==> src/rtl/sirq_pkg.sv <==
package sirq_pkg;

  // Frame-level sequencing states
  typedef enum logic [3:0] {
    FS_GAP      = 4'd0,
    FS_WAIT     = 4'd1,
    FS_START_LO = 4'd2,
    FS_START_HI = 4'd3,
    FS_START_TA = 4'd4,
    FS_SLOT     = 4'd5,
    FS_STOP_LO  = 4'd6,
    FS_STOP_HI  = 4'd7,
    FS_STOP_TA  = 4'd8
  } frame_st_e;

  // Phase inside a three-clock slot
  typedef enum logic [1:0] {
    PH_SAMPLE  = 2'd0,
    PH_RECOVER = 2'd1,
    PH_TURN    = 2'd2
  } slot_ph_e;

  // Host pad drive
  typedef struct packed {
    logic oe;
    logic val;
  } pad_drv_t;

endpackage

==> src/rtl/sirq_frame_seq.sv <==
module sirq_frame_seq
  import sirq_pkg::*;
#(
  parameter int NUM_SLOTS  = 21,
  parameter int START_LO   = 4,
  parameter int STOP_CONT  = 2,
  parameter int STOP_QUIET = 3,
  parameter int GAP_CLKS   = 2,
  parameter int IDXW       = $clog2(NUM_SLOTS)
) (
  input  logic            clk,
  input  logic            rst_n,
  input  logic            line_i,
  input  logic            quiet_i,
  output pad_drv_t        drv,
  output logic            sample_en,
  output logic [IDXW-1:0] slot_idx
);

  localparam int CNTW = $clog2(START_LO + STOP_QUIET + GAP_CLKS + 1);
  localparam logic [IDXW-1:0] LAST_IDX = IDXW'(NUM_SLOTS - 1);

  frame_st_e       st_q, st_d;
  slot_ph_e        ph_q, ph_d;
  logic [CNTW-1:0] cnt_q, cnt_d;
  logic [IDXW-1:0] idx_q, idx_d;
  logic            quiet_q, quiet_d;
  logic [CNTW-1:0] stop_last;

  assign stop_last = quiet_q ? CNTW'(STOP_QUIET - 1) : CNTW'(STOP_CONT - 1);

  always_comb begin
    st_d    = st_q;
    ph_d    = ph_q;
    cnt_d   = cnt_q;
    idx_d   = idx_q;
    quiet_d = quiet_q;
    unique case (st_q)
      FS_GAP: begin
        if (cnt_q == CNTW'(GAP_CLKS - 1)) begin
          st_d  = FS_START_LO;
          cnt_d = '0;
        end else begin
          cnt_d = cnt_q + CNTW'(1);
        end
      end
      FS_WAIT: begin
        if (!line_i) begin
          st_d  = FS_START_LO;
          cnt_d = '0;
        end
      end
      FS_START_LO: begin
        if (cnt_q == CNTW'(START_LO - 1)) begin
          st_d  = FS_START_HI;
          cnt_d = '0;
        end else begin
          cnt_d = cnt_q + CNTW'(1);
        end
      end
      FS_START_HI: st_d = FS_START_TA;
      FS_START_TA: begin
        st_d  = FS_SLOT;
        ph_d  = PH_SAMPLE;
        idx_d = '0;
      end
      FS_SLOT: begin
        unique case (ph_q)
          PH_SAMPLE:  ph_d = PH_RECOVER;
          PH_RECOVER: ph_d = PH_TURN;
          PH_TURN: begin
            if (idx_q == LAST_IDX) begin
              st_d    = FS_STOP_LO;
              cnt_d   = '0;
              quiet_d = quiet_i;
            end else begin
              idx_d = idx_q + IDXW'(1);
              ph_d  = PH_SAMPLE;
            end
          end
          default: ph_d = PH_SAMPLE;
        endcase
      end
      FS_STOP_LO: begin
        if (cnt_q == stop_last) begin
          st_d  = FS_STOP_HI;
          cnt_d = '0;
        end else begin
          cnt_d = cnt_q + CNTW'(1);
        end
      end
      FS_STOP_HI: st_d = FS_STOP_TA;
      FS_STOP_TA: begin
        st_d  = quiet_q ? FS_WAIT : FS_GAP;
        cnt_d = '0;
      end
      default: begin
        st_d  = FS_GAP;
        cnt_d = '0;
      end
    endcase
  end

  always_ff @(posedge clk) begin
    if (!rst_n) begin
      st_q    <= FS_GAP;
      ph_q    <= PH_SAMPLE;
      cnt_q   <= '0;
      idx_q   <= '0;
      quiet_q <= 1'b0;
    end else begin
      st_q    <= st_d;
      ph_q    <= ph_d;
      cnt_q   <= cnt_d;
      idx_q   <= idx_d;
      quiet_q <= quiet_d;
    end
  end

  always_comb begin
    drv = '{oe: 1'b0, val: 1'b1};
    if (st_q == FS_START_LO || st_q == FS_STOP_LO) begin
      drv = '{oe: 1'b1, val: 1'b0};
    end else if (st_q == FS_START_HI || st_q == FS_STOP_HI) begin
      drv = '{oe: 1'b1, val: 1'b1};
    end
  end

  assign sample_en = (st_q == FS_SLOT) && (ph_q == PH_SAMPLE);
  assign slot_idx  = idx_q;

  AST_HIGH_BEFORE_RELEASE: assert property (@(posedge clk) disable iff (!rst_n)
    $fell(drv.oe) |-> $past(drv.val));

  AST_LOW_ENDS_HIGH: assert property (@(posedge clk) disable iff (!rst_n)
    ($past(drv.oe && !drv.val) && !(drv.oe && !drv.val)) |-> (drv.oe && drv.val));

  AST_STOP_AFTER_LAST: assert property (@(posedge clk) disable iff (!rst_n)
    $past(st_q == FS_SLOT && ph_q == PH_TURN && idx_q == LAST_IDX) |-> (drv.oe && !drv.val));

  AST_QUIET_WAKE: assert property (@(posedge clk) disable iff (!rst_n)
    $past(st_q == FS_WAIT && !line_i) |-> (drv.oe && !drv.val));

  AST_SILENT_IN_SLOT: assert property (@(posedge clk) disable iff (!rst_n)
    (st_q == FS_SLOT) |-> !drv.oe);

endmodule

==> src/rtl/sirq_slot_capture.sv <==
module sirq_slot_capture #(
  parameter int NUM_SLOTS = 21,
  parameter int DISK_LO   = 13,
  parameter int DISK_HI   = 14,
  parameter int IDXW      = $clog2(NUM_SLOTS)
) (
  input  logic                 clk,
  input  logic                 rst_n,
  input  logic                 sample_en,
  input  logic [IDXW-1:0]      slot_idx,
  input  logic                 line_i,
  input  logic                 legacy_i,
  output logic [NUM_SLOTS-1:0] req_q
);

  for (genvar g = 0; g < NUM_SLOTS; g++) begin : g_slot
    logic hit;
    assign hit = sample_en && (slot_idx == IDXW'(g));
    if (g == DISK_LO || g == DISK_HI) begin : g_disk
      // Serial value is discarded while the dedicated inputs own this slot
      always_ff @(posedge clk) begin
        if (!rst_n)   req_q[g] <= 1'b0;
        else if (hit) req_q[g] <= legacy_i ? 1'b0 : !line_i;
      end
    end else begin : g_plain
      always_ff @(posedge clk) begin
        if (!rst_n)   req_q[g] <= 1'b0;
        else if (hit) req_q[g] <= !line_i;
      end
    end
  end

  AST_HOLD_BETWEEN: assert property (@(posedge clk) disable iff (!rst_n)
    !sample_en |=> $stable(req_q));

  AST_IDX_RANGE: assert property (@(posedge clk) disable iff (!rst_n)
    sample_en |-> (int'(slot_idx) < NUM_SLOTS));

  AST_DISK_IGNORED: assert property (@(posedge clk) disable iff (!rst_n)
    (sample_en && legacy_i && slot_idx == IDXW'(DISK_HI)) |=> !req_q[DISK_HI]);

endmodule

==> src/rtl/sirq_legacy_merge.sv <==
module sirq_legacy_merge #(
  parameter int NUM_SLOTS = 21,
  parameter int DISK_LO   = 13,
  parameter int DISK_HI   = 14
) (
  input  logic [NUM_SLOTS-1:0] serial_req,
  input  logic                 legacy_i,
  input  logic [1:0]           disk_irq_i,
  output logic [NUM_SLOTS-1:0] req_o
);

  for (genvar g = 0; g < NUM_SLOTS; g++) begin : g_bit
    if (g == DISK_LO) begin : g_lo
      assign req_o[g] = legacy_i ? disk_irq_i[0] : serial_req[g];
    end else if (g == DISK_HI) begin : g_hi
      assign req_o[g] = legacy_i ? disk_irq_i[1] : serial_req[g];
    end else begin : g_pass
      assign req_o[g] = serial_req[g];
    end
  end

endmodule

==> src/rtl/sirq_host.sv <==
module sirq_host
  import sirq_pkg::*;
#(
  parameter int NUM_SLOTS  = 21,
  parameter int DISK_LO    = 13,
  parameter int DISK_HI    = 14,
  parameter int START_LO   = 4,
  parameter int STOP_CONT  = 2,
  parameter int STOP_QUIET = 3,
  parameter int GAP_CLKS   = 2
) (
  input  logic                 clk,
  input  logic                 rst_n,
  input  logic                 line_i,
  output logic                 line_oe_o,
  output logic                 line_o,
  input  logic                 quiet_mode_i,
  input  logic                 legacy_disk_i,
  input  logic [1:0]           disk_irq_i,
  output logic [NUM_SLOTS-1:0] irq_req_o
);

  localparam int IDXW = $clog2(NUM_SLOTS);

  pad_drv_t              drv;
  logic                  sample_en;
  logic [IDXW-1:0]       slot_idx;
  logic [NUM_SLOTS-1:0]  serial_req;

  sirq_frame_seq #(
    .NUM_SLOTS (NUM_SLOTS),
    .START_LO  (START_LO),
    .STOP_CONT (STOP_CONT),
    .STOP_QUIET(STOP_QUIET),
    .GAP_CLKS  (GAP_CLKS),
    .IDXW      (IDXW)
  ) u_seq (
    .clk      (clk),
    .rst_n    (rst_n),
    .line_i   (line_i),
    .quiet_i  (quiet_mode_i),
    .drv      (drv),
    .sample_en(sample_en),
    .slot_idx (slot_idx)
  );

  sirq_slot_capture #(
    .NUM_SLOTS(NUM_SLOTS),
    .DISK_LO  (DISK_LO),
    .DISK_HI  (DISK_HI),
    .IDXW     (IDXW)
  ) u_cap (
    .clk      (clk),
    .rst_n    (rst_n),
    .sample_en(sample_en),
    .slot_idx (slot_idx),
    .line_i   (line_i),
    .legacy_i (legacy_disk_i),
    .req_q    (serial_req)
  );

  sirq_legacy_merge #(
    .NUM_SLOTS(NUM_SLOTS),
    .DISK_LO  (DISK_LO),
    .DISK_HI  (DISK_HI)
  ) u_merge (
    .serial_req(serial_req),
    .legacy_i  (legacy_disk_i),
    .disk_irq_i(disk_irq_i),
    .req_o     (irq_req_o)
  );

  assign line_oe_o = drv.oe;
  assign line_o    = drv.val;

  AST_RESET_QUIET: assert property (@(posedge clk)
    !rst_n |=> (irq_req_o == '0 || legacy_disk_i));

endmodule

==> config.mk <==
export PLATFORM = sky130hd
export DESIGN_NAME = sirq_host
export DESIGN_NICKNAME = d
export VERILOG_FILES = /design/src/rtl/sirq_pkg.sv /design/src/rtl/sirq_frame_seq.sv /design/src/rtl/sirq_slot_capture.sv /design/src/rtl/sirq_legacy_merge.sv /design/src/rtl/sirq_host.sv
export SDC_FILE = /design/constraint.sdc
export NUM_CORES = 1
export LEC_CHECK = 0
export ABC_AREA = 0
export BUFFER_PORTS_ARGS = -buffer_cell sky130_fd_sc_hd__buf_2
export CAP_MARGIN = 40
export CORE_UTILIZATION = 57
export DETAILED_ROUTE_END_ITERATION = 7
export MAX_ROUTING_LAYER = met4
export PLACE_DENSITY = 0.82
export SYNTH_ARGS = -nofsm -noshare
export SYNTH_HDL_FRONTEND = slang
export SYNTH_SLANG_ARGS = --single-unit
==> constraint.sdc <==
create_clock -name clk -period 1.9 [get_ports clk]
set_input_delay 0.19 -clock clk [delete_from_list [all_inputs] [get_ports clk]]
set_output_delay 0.19 -clock clk [all_outputs]
set_load 0.01 [all_outputs]
== After elaboration in Yosys (flattened, before gate mapping) ==
Cells that the tools add are included.

* Register bits: 37
* Input bits: 7
* Output and inout bits: 23
* Word-level logic and storage cells: 132

* Add/sub/neg operators: 2
* Bitwise operators: 1
* Muxes and demuxes: 27
* Reduce and logical (&&, ||, !) cells: 35
* Equal/unequal tests: 41

{| class="wikitable"
|+ Operators by type and width
! cell !! count
|-
| 2-to-1 mux 4 bit || 12
|-
| == test 5 x 4 -> 1 bit, second input constant || 8
|-
| case mux 4 bit (9 select lines) || 1
|-
| == test 5 bit, second input constant || 5
|-
| case mux 4 bit (6 select lines) || 1
|-
| logical AND 1 bit || 22
|-
| == test 5 x 3 -> 1 bit, second input constant || 4
|-
| == test 4 x 3 -> 1 bit, second input constant || 4
|-
| == test 4 x 2 -> 1 bit, second input constant || 3
|-
| == test 5 x 2 -> 1 bit, second input constant || 2
|-
| 2-to-1 mux 5 bit || 2
|-
| case mux 5 bit (2 select lines) || 1
|-
| == test 4 x 1 -> 1 bit, second input constant || 2
|-
| 2-to-1 mux 2 bit || 4
|-
| != test 2 x 1 -> 1 bit, second input constant || 4
|-
| != test 2 bit, second input constant || 3
|-
| case mux 2 bit (3 select lines) || 1
|-
| AND reduction 3 bit || 2
|-
| AND reduction 6 bit || 1
|-
| adder 5 x 1 -> 5 bit, second input constant || 1
|-
| == test 5 x 1 -> 1 bit, second input constant || 1
|-
| zero test 5 bit || 1
|-
| adder 4 x 1 -> 4 bit, second input constant || 1
|-
| == test 4 bit || 1
|-
| 15 further kinds || 19
|}

== Logic depth before layout (Yosys ltp) ==
Gate-level depths: netlist of the first run.

* Depth in word-level cells: 4
* Gate-level depth with buffers: 7
* Mapped depth without buffers: 6

== By module ==
Synthesis of the first run repeated with hierarchy kept, for this count alone.

* Cell total of the unflattened synthesis: 239
* Area, all modules: 2092.0 sq um

{| class="wikitable"
|+ By module, submodules not included
! module !! area each (sq um) !! times used !! cells an instance !! seq. area each (sq um)
|-
| sirq_frame_seq || 987.2 || 1 || 117 || 320.3
|-
| sirq_slot_capture || 939.7 || 1 || 101 || 420.4
|-
| sirq_legacy_merge || 165.2 || 1 || 21 || 0.0
|}

== Worst setup path after synthesis of the first run ==
No wires, ideal clock.

* Kind: reg-to-reg
* Start: register u_seq.idx_q[0] (netlist: u_seq.slot_idx[0])
* End: register u_seq.idx_q[4] (netlist: u_seq.slot_idx[4])
* Stages on the path, launching flop included: 6
* Setup time: 0.071 ns
* Arrival: 1.643 ns
* Required time: 1.829 ns
* Period minus slack after synthesis: 1.713 ns
* Buffers on the path: 0
* Path slack: 0.187 ns
* Cells stage by stage: dfxtp_1 > ha_1 > and3_1 > ha_1 > or4_1 > a21oi_1

* Cells in the longest elaborated chain, start to end: 4

{| class="wikitable"
|+ RTL lines
! what !! RTL line !! RTL
|-
| from (decl) || sirq_frame_seq.sv:26 || <nowiki>logic [IDXW-1:0] idx_q, idx_d;</nowiki>
|-
| from (signal assigned) || sirq_frame_seq.sv:115 || <nowiki>idx_q <= idx_d;</nowiki>
|-
| adder 5 x 1 -> 5 bit || sirq_frame_seq.sv:77 || <nowiki>idx_d = idx_q + IDXW'(1);</nowiki>
|-
| 2-to-1 mux 5 bit || sirq_frame_seq.sv:72 || <nowiki>if (idx_q == LAST_IDX) begin</nowiki>
|-
| 2-to-1 mux 5 bit || sirq_frame_seq.sv:68 || <nowiki>unique case (ph_q)</nowiki>
|-
| case mux 5 bit (2 select lines) || sirq_frame_seq.sv:38 || <nowiki>unique case (st_q)</nowiki>
|}

Several ways; a longest one is shown, not always the timed one. The select of a mux whose other input is x is not followed.
A chain may end at the register's enable or synchronous reset.

== Worst setup path after layout of the first run ==
* Start: register u_seq.idx_q[0] (netlist: u_seq.slot_idx[0])
* End: register u_seq.cnt_q[2]

* Cells in the longest elaborated chain, start to end: 3

{| class="wikitable"
|+ RTL lines
! what !! RTL line !! RTL
|-
| == test 5 bit || sirq_frame_seq.sv:72 ||
|-
| != test 2 x 1 -> 1 bit (no line) || - ||
|-
| AND reduction 4 bit (no line) || - ||
|-
| to (signal assigned) || sirq_frame_seq.sv:114 || <nowiki>cnt_q <= cnt_d;</nowiki>
|-
| to (decl) || sirq_frame_seq.sv:25 || <nowiki>logic [CNTW-1:0] cnt_q, cnt_d;</nowiki>
|}

No other way between the ends.

==> results by group, run 1 <==
Clock network
  – TritonCTS clock tree: done
  – Max Buffers Root-to-Sink: 2
  – Root buffer cell: clkbuf_8
  – H-tree levels: 2
  – Clock Sink Count: 37
  – CTS buffer count: 5
  – Post-CTS Setup Inserts: 0
  – Skew-Pair Late Insertion Delay: 0.31 ns
  – CTS clock-pin slew for the worst setup and hold paths: 0.08 ns

Flow run
  – MaxCap Viol Count: 0

Cells and area
  – Non-filler cells, final: 298
  – Net count, final: 265
  – Share of cells above drive strength 1: 22.2%
  – Util after Layout: 64.6%
  – Synth-to-layout area growth: 5.96%
  – N_diodes: 0

Power and ir drop
  – P per Cell Area: 775 nW/um^2
  – Leak: 0.000875 uW
  – Switch share: 29.5%
  – Internal Pwr Total: 1210 uW
  – Psw: 508 uW
  – Sequential share of power: 49.9%
  – Clock group share of total power: 32.2%
  – Logic pwr share: 17.8%
  – Peak supply drop: 0.729 mV

Floorplanning
  – Die area: 3930 um^2
  – Core ar.: 3440 um^2
  – Die extent in y: 62.7 um
  – Initial core utilization: 61.0%
  – # IOs: 30
  – Cell Rows: 21
  – Die width: 62.7 um

Logic synthesis
  – Most numerous cell in the Yosys netlist: dfxtp_1
  – Syn nets: 258
  – Ys flop type: dfxtp_1
  – Synth top cells by count: dfxtp_1 (37), buf_4 (23), a21oi_1 (16)
  – Mapped Area: 2100 um^2
  – Sequential area share after synthesis: 35.3%
  – Cell count after synthesis: 244
  – Post-synthesis register bit count: 37
  – Synth area leader: dfxtp_1
  – Async S/R FF share, synth: 0%
  – Share of the synthesized area in the top cell type: 35.3%
  – Top cells by area, synth: dfxtp_1 (35%), buf_4 (8.2%), and4_1 (4.2%)
  – Synth warn: 0
  – Post-synth EDFFs: 0
  – Syn_area_per_cell: 8.60 um^2
  – Number of distinct library cells after synthesis: 47

Worst setup path
  – Top delay family on crit path: compound AO/OA/AOI/OAI gates
  – Slowest CP cell: dfxtp_2
  – Crit path arrival time: 2.01 ns
  – Crit. End Element: flip-flop
  – CP required: 2.12 ns
  – Critical path class: flip-flop to flip-flop
  – CP Cell Sequence: inv_1, ha_1, and4b_1, a311oi_1, o21ai_1, o211ai_1
  – CP peak stage delay: 0.39 ns
  – Startpoint class of the critical path: flip-flop
  – Critical path buffers and inverters: 1
  – CP max FO: 6

STA
  – Final clock skew: 0.00784 ns
  – Worst-margin pin slew: 0.521 ns
  – Fin. Hold Viols: 0
  – Max-slew headroom: 65.2%
  – TNS Setup: 0 ns
  – RSZ-0062 raised after global routing: false
  – Tcrit/Tclk final: 93.8%
  – Final setup fails: 0
  – Max Slew Vio Count: 0
  – Final min period: 1.78 ns
  – FMAX: 0.561 GHz

Drt
  – Antenna-violating nets left: 0
  – Initial DRT Pass Iterations: 4
  – DR WL/cell: 14.6 um
  – DRT Wirelength: 4350 um
  – DRC: 0
  – Routed via count: 1762
  – DRT iter0 DRCs: 185
  – Vias per cell: 5.91

Global route
  – Gr ovfl total: 0
  – Number of global-route vias before repair: 1653
  – Total track usage: 25.1%
  – First-pass GRT wire length: 7540 um
  – Largest net degree at the start of global routing: 28
  – Antenna violations before repair: 0

Place
  – Placed insts: 290
  – Input/output buffers: 29
  – Placer Congestion: 0.838
  – Final HPWL from detailed placement: 3030 um

Outcome
  – Status: completed

Min path
  – Hold crit path type: input pin to flip-flop
## worst paths after layout
path                                                startpoint                            to  slack, ns  cells past startpoint
worst min-delay path                              quiet_mode_i    u_seq.quiet_q$_SDFFE_PN0P_       0.13                      3
worst min register to register    u_cap.req_q[11]$_SDFFE_PN0P_  u_cap.req_q[11]$_SDFFE_PN0P_       0.46                      2
worst max register to register  u_seq.slot_idx[0]$_SDFFE_PN0P_   u_seq.cnt_q[2]$_SDFFE_PN0P_       0.12                      6
worst max-delay path            u_seq.slot_idx[0]$_SDFFE_PN0P_   u_seq.cnt_q[2]$_SDFFE_PN0P_       0.12                      6
## kinds of logic after synthesis
kind of cell,after synthesis,share of synthesized area (%)
and+or+nand+nor,85,24.7
adders and majority gates,7,4.17
DFF,37,35.3
xor gates and xnor gates,2,0.835
buffers and inverters,50,13.9
muxes,7,3.46
AOI/OAI and AO/OA,56,17.6
## cell type report
type,instances,area (um^2)
clock buffers,5,68.8
clock inverters,3,17.5
fillers,305,1220
inverters,12,45.0
multi-input cells,157,1070
flip-flops and latches,37,743
well taps,46,57.6
repair buffers,38,225
## cell usage in the layout, fill, tap and decap left out, types with 2 or more instances in the layout
| master | Yosys | final |
|---|---|---|
| dfxtp_2 | 0 | 2 |
| o22ai_1 | 3 | 3 |
| clkinv_2 | 0 | 2 |
| and4_1 | 10 | 10 |
| nand3_1 | 6 | 6 |
| nand2b_1 | 4 | 4 |
| nand2_1 | 9 | 9 |
| a21oi_1 | 16 | 16 |
| a31o_2 | 3 | 3 |
| nor4_1 | 2 | 2 |
| a31oi_1 | 9 | 9 |
| mux2i_1 | 5 | 5 |
| ha_1 | 7 | 7 |
| mux2_2 | 2 | 2 |
| nor2b_1 | 5 | 5 |
| o21ai_0 | 6 | 6 |
| inv_1 | 12 | 12 |
| o31ai_1 | 2 | 2 |
| nor3_1 | 12 | 12 |
| o2111ai_1 | 2 | 2 |
| buf_4 | 23 | 8 |
| clkbuf_8 | 0 | 5 |
| nor4b_1 | 2 | 2 |
| buf_2 | 2 | 29 |
| nor2_1 | 11 | 11 |
| xnor2_1 | 2 | 2 |
| a311oi_1 | 7 | 7 |
| or3_1 | 2 | 2 |
| and3_1 | 4 | 4 |
| dfxtp_1 | 37 | 35 |
| nand4_1 | 7 | 7 |
| or4_1 | 3 | 3 |
## state kept, by name, summed over array words and instances (netlist names)
register and flops:
u_cap.req_q 21, u_seq.st_q 4, u_seq.ph_q 2, u_seq.cnt_q 4, u_seq.slot_idx 5, u_seq.quiet_q 1
## worst reg2reg max path, stage by stage, from the launching register on
cell	delay [ns]
dfxtp_2	0.39
inv_1	0.08
ha_1	0.23
and4b_1	0.28
a311oi_1	0.35
o21ai_1	0.18
o211ai_1	0.20
## metrics by stage
stage / hold slack (ns) / power (uW) / area [um^2] / worst slack, ns
CTS: 0.134 / 1720 / 2220 / 0.0621
global placement: 0.428 / 1180 / 2130 / 0.220
global route: 0.166 / 1800 / 2220 / 0.0158
detailed placement: 0.444 / 1180 / 2130 / 0.100
floorplan: 0.337 / 1090 / 2100 / 0.187
finish: 0.127 / 1720 / 2220 / 0.119
## per-layer routing
layer | share of wire, % | vias to the layer above | GRT usage [%]
met3 | 3.4 | 8 | 4.74
met4 | 2.2 | 0 | 12.8
met1 | 46 | 821 | 28.9
met2 | 48 | 42 | 41.3
met5 | 0 | - | -
li1 | - | 891 | -
## power groups by stage
stage | Sequential (uW) | Combinational [uW] | Clock (uW)
6_report | 860 | 307 | 555
5_1_grt | 869 | 341 | 590
4_1_cts | 860 | 306 | 559
3_5_place_dp | 878 | 303 | 0
3_3_place_gp | 876 | 300 | 0
2_1_floorplan | 861 | 233 | 0
## what timing repair did
item / in CTS / in global routing
setup endpoints to repair: 0 / 3
gates resized for setup: 0 / 2
hold buffers: 0 / 0
Note: power is estimated with default switching activity, not from simulation.
==> run 2: changes to the inputs <==
clock period = 1.7 ns   (was 1.9 ns; I/O delays follow)
==> run 2 against run 1 <==
Compared with the run above: via count grew 4.8%; wire length increased by 3.6%; die area unchanged; utilization increased by 4.8 points; critical path type unchanged; largest power group unchanged.
==> results by group, run 2 (synthesis results as in run 1) <==
Outcome
  – Status: completed

Worst setup path
  – Crit path arrival time: 1.87 ns (-0.14 ns)
  – CP max FO: 7 (+1)
  – Crit. End Element: flip-flop
  – CP Cell Sequence: inv_1, ha_1, nand4b_1, a21boi_2, or4_1, a21oi_1
  – Startpoint class of the critical path: flip-flop
  – CP required: 1.93 ns (-0.19 ns)
  – Critical path class: flip-flop to flip-flop
  – Critical path buffers and inverters: 1 (unchanged)
  – CP peak stage delay: 0.48 ns (+0.09 ns)
  – Reg-to-reg slack, setup: 0.07 ns (-0.05 ns)
  – Top delay family on crit path: simple AND/OR/NAND/NOR gates
  – Slowest CP cell: or4_1

Clock network
  – CTS clock-pin slew for the worst setup and hold paths: 0.08 ns (about the same)
  – H-tree levels: 2 (unchanged)
  – Clock Sink Count: 37 (unchanged)
  – Max Buffers Root-to-Sink: 2 (unchanged)
  – TritonCTS clock tree: done
  – Hold_buf cts: 0 (unchanged)
  – Root buffer cell: clkbuf_8
  – CTS buffer count: 5 (unchanged)
  – Skew-Pair Late Insertion Delay: 0.30 ns (about the same)

Cells and area
  – Multi-input gate area: 1100 um^2 (+2.8%)
  – Synth-to-layout area growth: 13.9%
  – N_diodes: 0 (unchanged)
  – Commonest non-fill, non-tap cells in the layout: dfxtp_1 (34), buf_2 (29), buf_4 (22)
  – Non-filler cells, final: 311 (+4.4%)
  – Register area: 747 um^2 (+0.50%)
  – Max FFs per register: 21 (unchanged)
  – Top reg by flops: u_cap.req_q
  – Share of cells above drive strength 1: 28.3% (+6.1 points)
  – Net count, final: 278 (+4.9%)
  – Most common cell after layout, fill and taps aside: dfxtp_1
  – Fillcell total: 270 (-11%)

Floorplanning
  – Die area: 3930 um^2 (unchanged)
  – Cell Rows: 21 (unchanged)
  – # IOs: 30 (unchanged)
  – Initial core utilization: 61.0% (unchanged)
  – Die width: 62.7 um (unchanged)
  – Core ar.: 3440 um^2 (unchanged)
  – Die extent in y: 62.7 um (unchanged)

Global route
  – Gr ovfl total: 0 (unchanged)
  – First-pass GRT wire length: 7680 um (+1.8%)
  – Number of global-route vias before repair: 1722 (+4.2%)
  – Total track usage: 25.3% (+0.29 points)
  – Antenna violations before repair: 0 (unchanged)
  – Largest net degree at the start of global routing: 23 (-18%)

STA
  – Final min period: 1.63 ns (-0.151 ns)
  – Final clock skew: 0.00706 ns (-0.000777 ns)
  – FMAX: 0.613 GHz (+9.2%)
  – Worst-margin pin slew: 0.504 ns (-0.0171 ns)
  – Max-slew headroom: 66.0% (+0.74 points)
  – Max Slew Vio Count: 0 (unchanged)
  – Fin. Hold Viols: 0 (unchanged)
  – Hold_ws: 0.115 ns (-0.0120 ns)
  – Final setup fails: 0 (unchanged)
  – Tcrit/Tclk final: 95.9% (+2.2 points)
  – TNS Setup: 0 ns (unchanged)

Flow run
  – MaxCap Viol Count: 0 (unchanged)

Place
  – Input/output buffers: 29 (unchanged)
  – Placed insts: 301 (+3.8%)
  – Placer Congestion: 0.828 (-1.2%)
  – Final HPWL from detailed placement: 3150 um (+3.8%)

Drt
  – Routed via count: 1846 (+4.8%)
  – DRT iter0 DRCs: 218 (+18%)
  – DRT Wirelength: 4510 um (+3.6%)
  – DRC: 0 (unchanged)
  – DR WL/cell: 14.5 um (-0.72%)
  – Antenna-violating nets left: 0 (unchanged)
  – Initial DRT Pass Iterations: 4 (unchanged)
  – Vias per cell: 5.94 (+0.39%)

Power and ir drop
  – Peak supply drop: 0.704 mV (-3.4%)
  – Leak: 0.000963 uW (+10%)
  – P per Cell Area: 943 nW/um^2 (+22%)

Min path
  – Hold crit path type: input pin to flip-flop
==> run 2: cell type report <==
type,instances,share of cell area (%)
sequential,37,31.3
tap,46,2.41
clock inverter,3,2.72
multi-input combinational,157,45.9
timing repair buffer,51,13.0
inverter,12,1.88
clock buffer,5,2.88
==> run 2: worst reg2reg max path, delay by kind of cell, from the launching register on <==
family                   cells  cell delay [ns]
AO/OA/AOI/OAI                2             0.26
buffers and inverters        1             0.07
flip-flops                   1             0.36
AND/OR/NAND/NOR              2             0.64
adder cells (fa/ha/maj)      1             0.23
==> run 2: routing by layer <==
metal / wire length, um / up-vias / GRT usage [%]
met4: 75 / 0 / 10.2
met3: 230 / 9 / 4.93
met2: 2240 / 52 / 42.8
met1: 1960 / 865 / 29.4
met5: 0 / - / -
li1: - / 920 / -
==> run 2: worst paths after layout <==
| kind | start | endpoint | depth (start not counted) |
|---|---|---|---|
| worst max-delay path | u_seq.slot_idx[0]$_SDFFE_PN0P_ | u_seq.slot_idx[3]$_SDFFE_PN0P_ | 6 |
| worst min-delay path | quiet_mode_i | u_seq.quiet_q$_SDFFE_PN0P_ | 3 |
| worst max register to register | u_seq.slot_idx[0]$_SDFFE_PN0P_ | u_seq.slot_idx[3]$_SDFFE_PN0P_ | 6 |
| worst min register to register | u_cap.req_q[11]$_SDFFE_PN0P_ | u_cap.req_q[11]$_SDFFE_PN0P_ | 2 |
==> run 2: per-stage QoR <==
stage                     utilization, %  cell area [um^2]  worst slack (ns)  total power [uW]
after floorplan                        -              2100            0.0394              1220
after global placement              64.1              2210            0.0680              1340
after detailed placement            64.1              2210            0.0297              1350
after CTS                           68.0              2340           0.00497              2250
after global routing                69.4              2390           -0.0383              2360
final                               69.4              2390            0.0692              2250
==> run 2: repair_timing <==
action,in CTS,in global routing
pin swaps,0,2
setup buffers,0,2
endpoints found under the setup margin,1,8
resized for setup,1,8
cloned,0,0
==> run 2: power by group <==
| group | total (uW) | switching [uW] | internal [uW] |
|---|---|---|---|
| clock | 906 | 323 | 583 |
| combinational | 400 | 204 | 195 |
| sequential | 949 | 44.7 | 905 |
==> run 3: changes to the inputs <==
--- a/config.mk
+++ b/config.mk
@@ -11,4 +11,6 @@
 export CORE_UTILIZATION = 57
 export DETAILED_ROUTE_END_ITERATION = 7
+export GPL_TIMING_DRIVEN = 0
+export HOLD_SLACK_MARGIN = 0.1
 export MAX_ROUTING_LAYER = met4
 export PLACE_DENSITY = 0.82
==> constraint.sdc (replaced) <==
create_clock -name clk -period 1.7 [get_ports clk]
set_input_delay 0.17 -clock clk [delete_from_list [all_inputs] [get_ports clk]]
set_output_delay 0.17 -clock clk [all_outputs]
set_load 0.005 [all_outputs]
==> run 3 against run 2 <==
Compared with the run above: non-clock buffer count is 21 higher; wire length is 4.6% higher; clock power is 37% lower; critical path type unchanged; maximum frequency is 6.0% lower; sequential power is 0.6% higher; global-route usage is 0.19 points lower; register-to-register slack worse by 0.10 ns; largest power group unchanged; the run now ends with negative setup slack left; utilization is 3.7 points higher; worst hold slack better by 0.022 ns; flip-flop and latch count stayed put.
==> results by group, run 3 (synthesis results as in run 1) <==
Cells and area
  – Synth-to-layout area growth: 19.9%
  – Top reg by flops: u_cap.req_q
  – Multi-input gate area: 1150 um^2 (+4.9%)
  – Fillcell total: 280 (+3.7%)
  – Share of cells above drive strength 1: 33.8% (+5.5 points)
  – Register area: 749 um^2 (+0.34%)
  – Util after Layout: 73.1% (+3.7 points)
  – Commonest non-fill, non-tap cells in the layout: dfxtp_1 (34), buf_2 (29), buf_4 (28)
  – N_diodes: 0 (unchanged)
  – Fin area: 2520 um^2 (+5.3%)
  – Max FFs per register: 21 (unchanged)
  – Most common cell after layout, fill and taps aside: dfxtp_1
  – Net count, final: 299 (+7.6%)

Place
  – Final HPWL from detailed placement: 3200 um (+1.6%)
  – Placer Congestion: 0.799 (-3.5%)
  – Input/output buffers: 28 (-3.4%)
  – Post-DP Area: 2300 um^2 (+4.1%)

Drt
  – DRT Wirelength: 4710 um (+4.6%)
  – DRC: 0 (unchanged)
  – Routed via count: 1941 (+5.1%)
  – DRT iter0 DRCs: 148 (-32%)
  – Antenna-violating nets left: 0 (unchanged)
  – Vias per cell: 5.88 (-0.91%)
  – DR WL/cell: 14.3 um (-1.5%)
  – Initial DRT Pass Iterations: 5 (+1)

Clock network
  – TritonCTS clock tree: done
  – Clock Sink Count: 37 (unchanged)
  – Root buffer cell: clkbuf_8
  – Skew-Pair Late Insertion Delay: 0.29 ns (about the same)
  – Max Buffers Root-to-Sink: 2 (unchanged)
  – CTS clock-pin slew for the worst setup and hold paths: 0.08 ns (about the same)
  – Hold_buf cts: 0 (unchanged)
  – CTS buffer count: 5 (unchanged)
  – H-tree levels: 2 (unchanged)

STA
  – FMAX: 0.576 GHz (-6.0%)
  – Hold_ws: 0.136 ns (+0.0216 ns)
  – Final min period: 1.74 ns (+0.105 ns)
  – Worst-margin pin slew: 0.557 ns (+0.0537 ns)
  – Fin. Hold Viols: 0 (unchanged)
  – Final clock skew: 0.0118 ns (+0.00472 ns)
  – Final setup fails: 2 (+2)
  – Max-slew headroom: 62.8% (-3.1 points)
  – Fin worst setup slack: -0.0354 ns (-0.105 ns)
  – RSZ-0062 raised after global routing: true
  – Tcrit/Tclk final: 102% (+6.2 points)
  – TNS Setup: -0.0545 ns (-0.0545 ns)
  – Max Slew Vio Count: 0 (unchanged)

Worst setup path
  – Crit path depth: 5 (-1)
  – Crit path arrival time: 1.90 ns (+0.03 ns)
  – Critical path class: flip-flop to flip-flop
  – Path depth of the worst reg2reg path: 5 (-1)
  – CP Cell Sequence: buf_4, nand4bb_1, nor3_2, a21oi_1, a311oi_1
  – CP endpoint: u_cap.req_q[15]$_SDFFE_PN0P_
  – CP max FO: 10 (+3)
  – Startpoint class of the critical path: flip-flop
  – CP peak stage delay: 0.37 ns (-0.11 ns)
  – Reg-to-reg slack, setup: -0.04 ns (-0.10 ns)
  – Slowest CP cell: nor3_2
  – R2R Path End: u_cap.req_q[15]$_SDFFE_PN0P_
  – Critical path buffers and inverters: 1 (unchanged)
  – Top delay family on crit path: simple AND/OR/NAND/NOR gates
  – RR Startpoint: u_seq.st_q[3]$_SDFFE_PN0P_
  – Crit. End Element: flip-flop
  – CP required: 1.87 ns (-0.06 ns)
  – CP startpoint: u_seq.st_q[3]$_SDFFE_PN0P_

Floorplanning
  – Die area: 3930 um^2 (unchanged)
  – Cell Rows: 21 (unchanged)
  – # IOs: 30 (unchanged)
  – Initial core utilization: 61.0% (unchanged)
  – Core ar.: 3440 um^2 (unchanged)
  – Die width: 62.7 um (unchanged)
  – Die extent in y: 62.7 um (unchanged)

Power and ir drop
  – Peak supply drop: 0.593 mV (-16%)
  – P per Cell Area: 756 nW/um^2 (-20%)
  – Leak: 0.00104 uW (+8.0%)

Outcome
  – Failing checks: negative setup slack
  – Status: finished with violations

Global route
  – Gr ovfl total: 0 (unchanged)
  – Largest net degree at the start of global routing: 11 (-52%)
  – Total track usage: 25.2% (-0.19 points)
  – First-pass GRT wire length: 7650 um (-0.44%)
  – Antenna violations before repair: 0 (unchanged)
  – Number of global-route vias before repair: 1724 (+0.12%)

Min path
  – Hold crit path type: input pin to flip-flop

Flow run
  – MaxCap Viol Count: 0 (unchanged)
==> run 3: worst min-delay path, delay by kind of cell <==
kind,cells,cell delay (ns)
buf+inv,1,0.08
mux,1,0.06
simple gates,1,0.08
==> run 3: per-layer routing <==
layer / wire [um] / up-vias / GRT usage (%)
met1: 2070 / 923 / 28.0
met3: 178 / 6 / 3.47
met4: 58 / 0 / 11.9
li1: - / 961 / -
met5: 0 / - / -
met2: 2400 / 51 / 44.2
==> run 3: area by class of cell <==
class / instances / area share (%)
Sequential cell: 37 / 29.8
Buffer: 38 / 10.1
Clock buffer: 5 / 2.73
Clock inverter: 1 / 0.199
Tap cell: 46 / 2.29
Multi-Input combinational cell: 157 / 45.7
Inverter: 12 / 1.79
Timing Repair Buffer: 34 / 7.36
==> run 3: worst min-delay path by stage <==
stage                       from                    endpoint  slack (ns)  cells past startpoint
floorplan           quiet_mode_i  u_seq.quiet_q$_SDFFE_PN0P_        0.32                      2
global placement    quiet_mode_i  u_seq.quiet_q$_SDFFE_PN0P_        0.42                      3
detailed placement  quiet_mode_i  u_seq.quiet_q$_SDFFE_PN0P_        0.43                      3
CTS                 quiet_mode_i  u_seq.quiet_q$_SDFFE_PN0P_        0.13                      3
global route        quiet_mode_i  u_seq.quiet_q$_SDFFE_PN0P_        0.15                      3
finish              quiet_mode_i  u_seq.quiet_q$_SDFFE_PN0P_        0.14                      3
==> run 3: timing repair <==
item	in CTS	in global routing
cloned	0	1
endpoints found under the setup margin	14	20
pin swaps	0	9
resized for setup	7	24
buffers inserted	1	4
hold endpoints to repair	0	0
==> run 3: report_power, final <==
| group | internal (uW) | total, uW | switching [uW] |
|---|---|---|---|
| registers | 907 | 955 | 48.3 |
| logic | 179 | 381 | 201 |
| clock network | 270 | 568 | 298 |
| total | 1360 | 1900 | 547 |
==> run 3: per-stage QoR <==
stage,total power (uW),setup WS [ns],cells
finish,1900,-0.0354,330
global route,1990,-0.0572,330
CTS,1870,-0.00294,325
detailed placement,1310,-0.0933,318
global placement,1300,-0.0714,318
floorplan,1220,0.0394,244
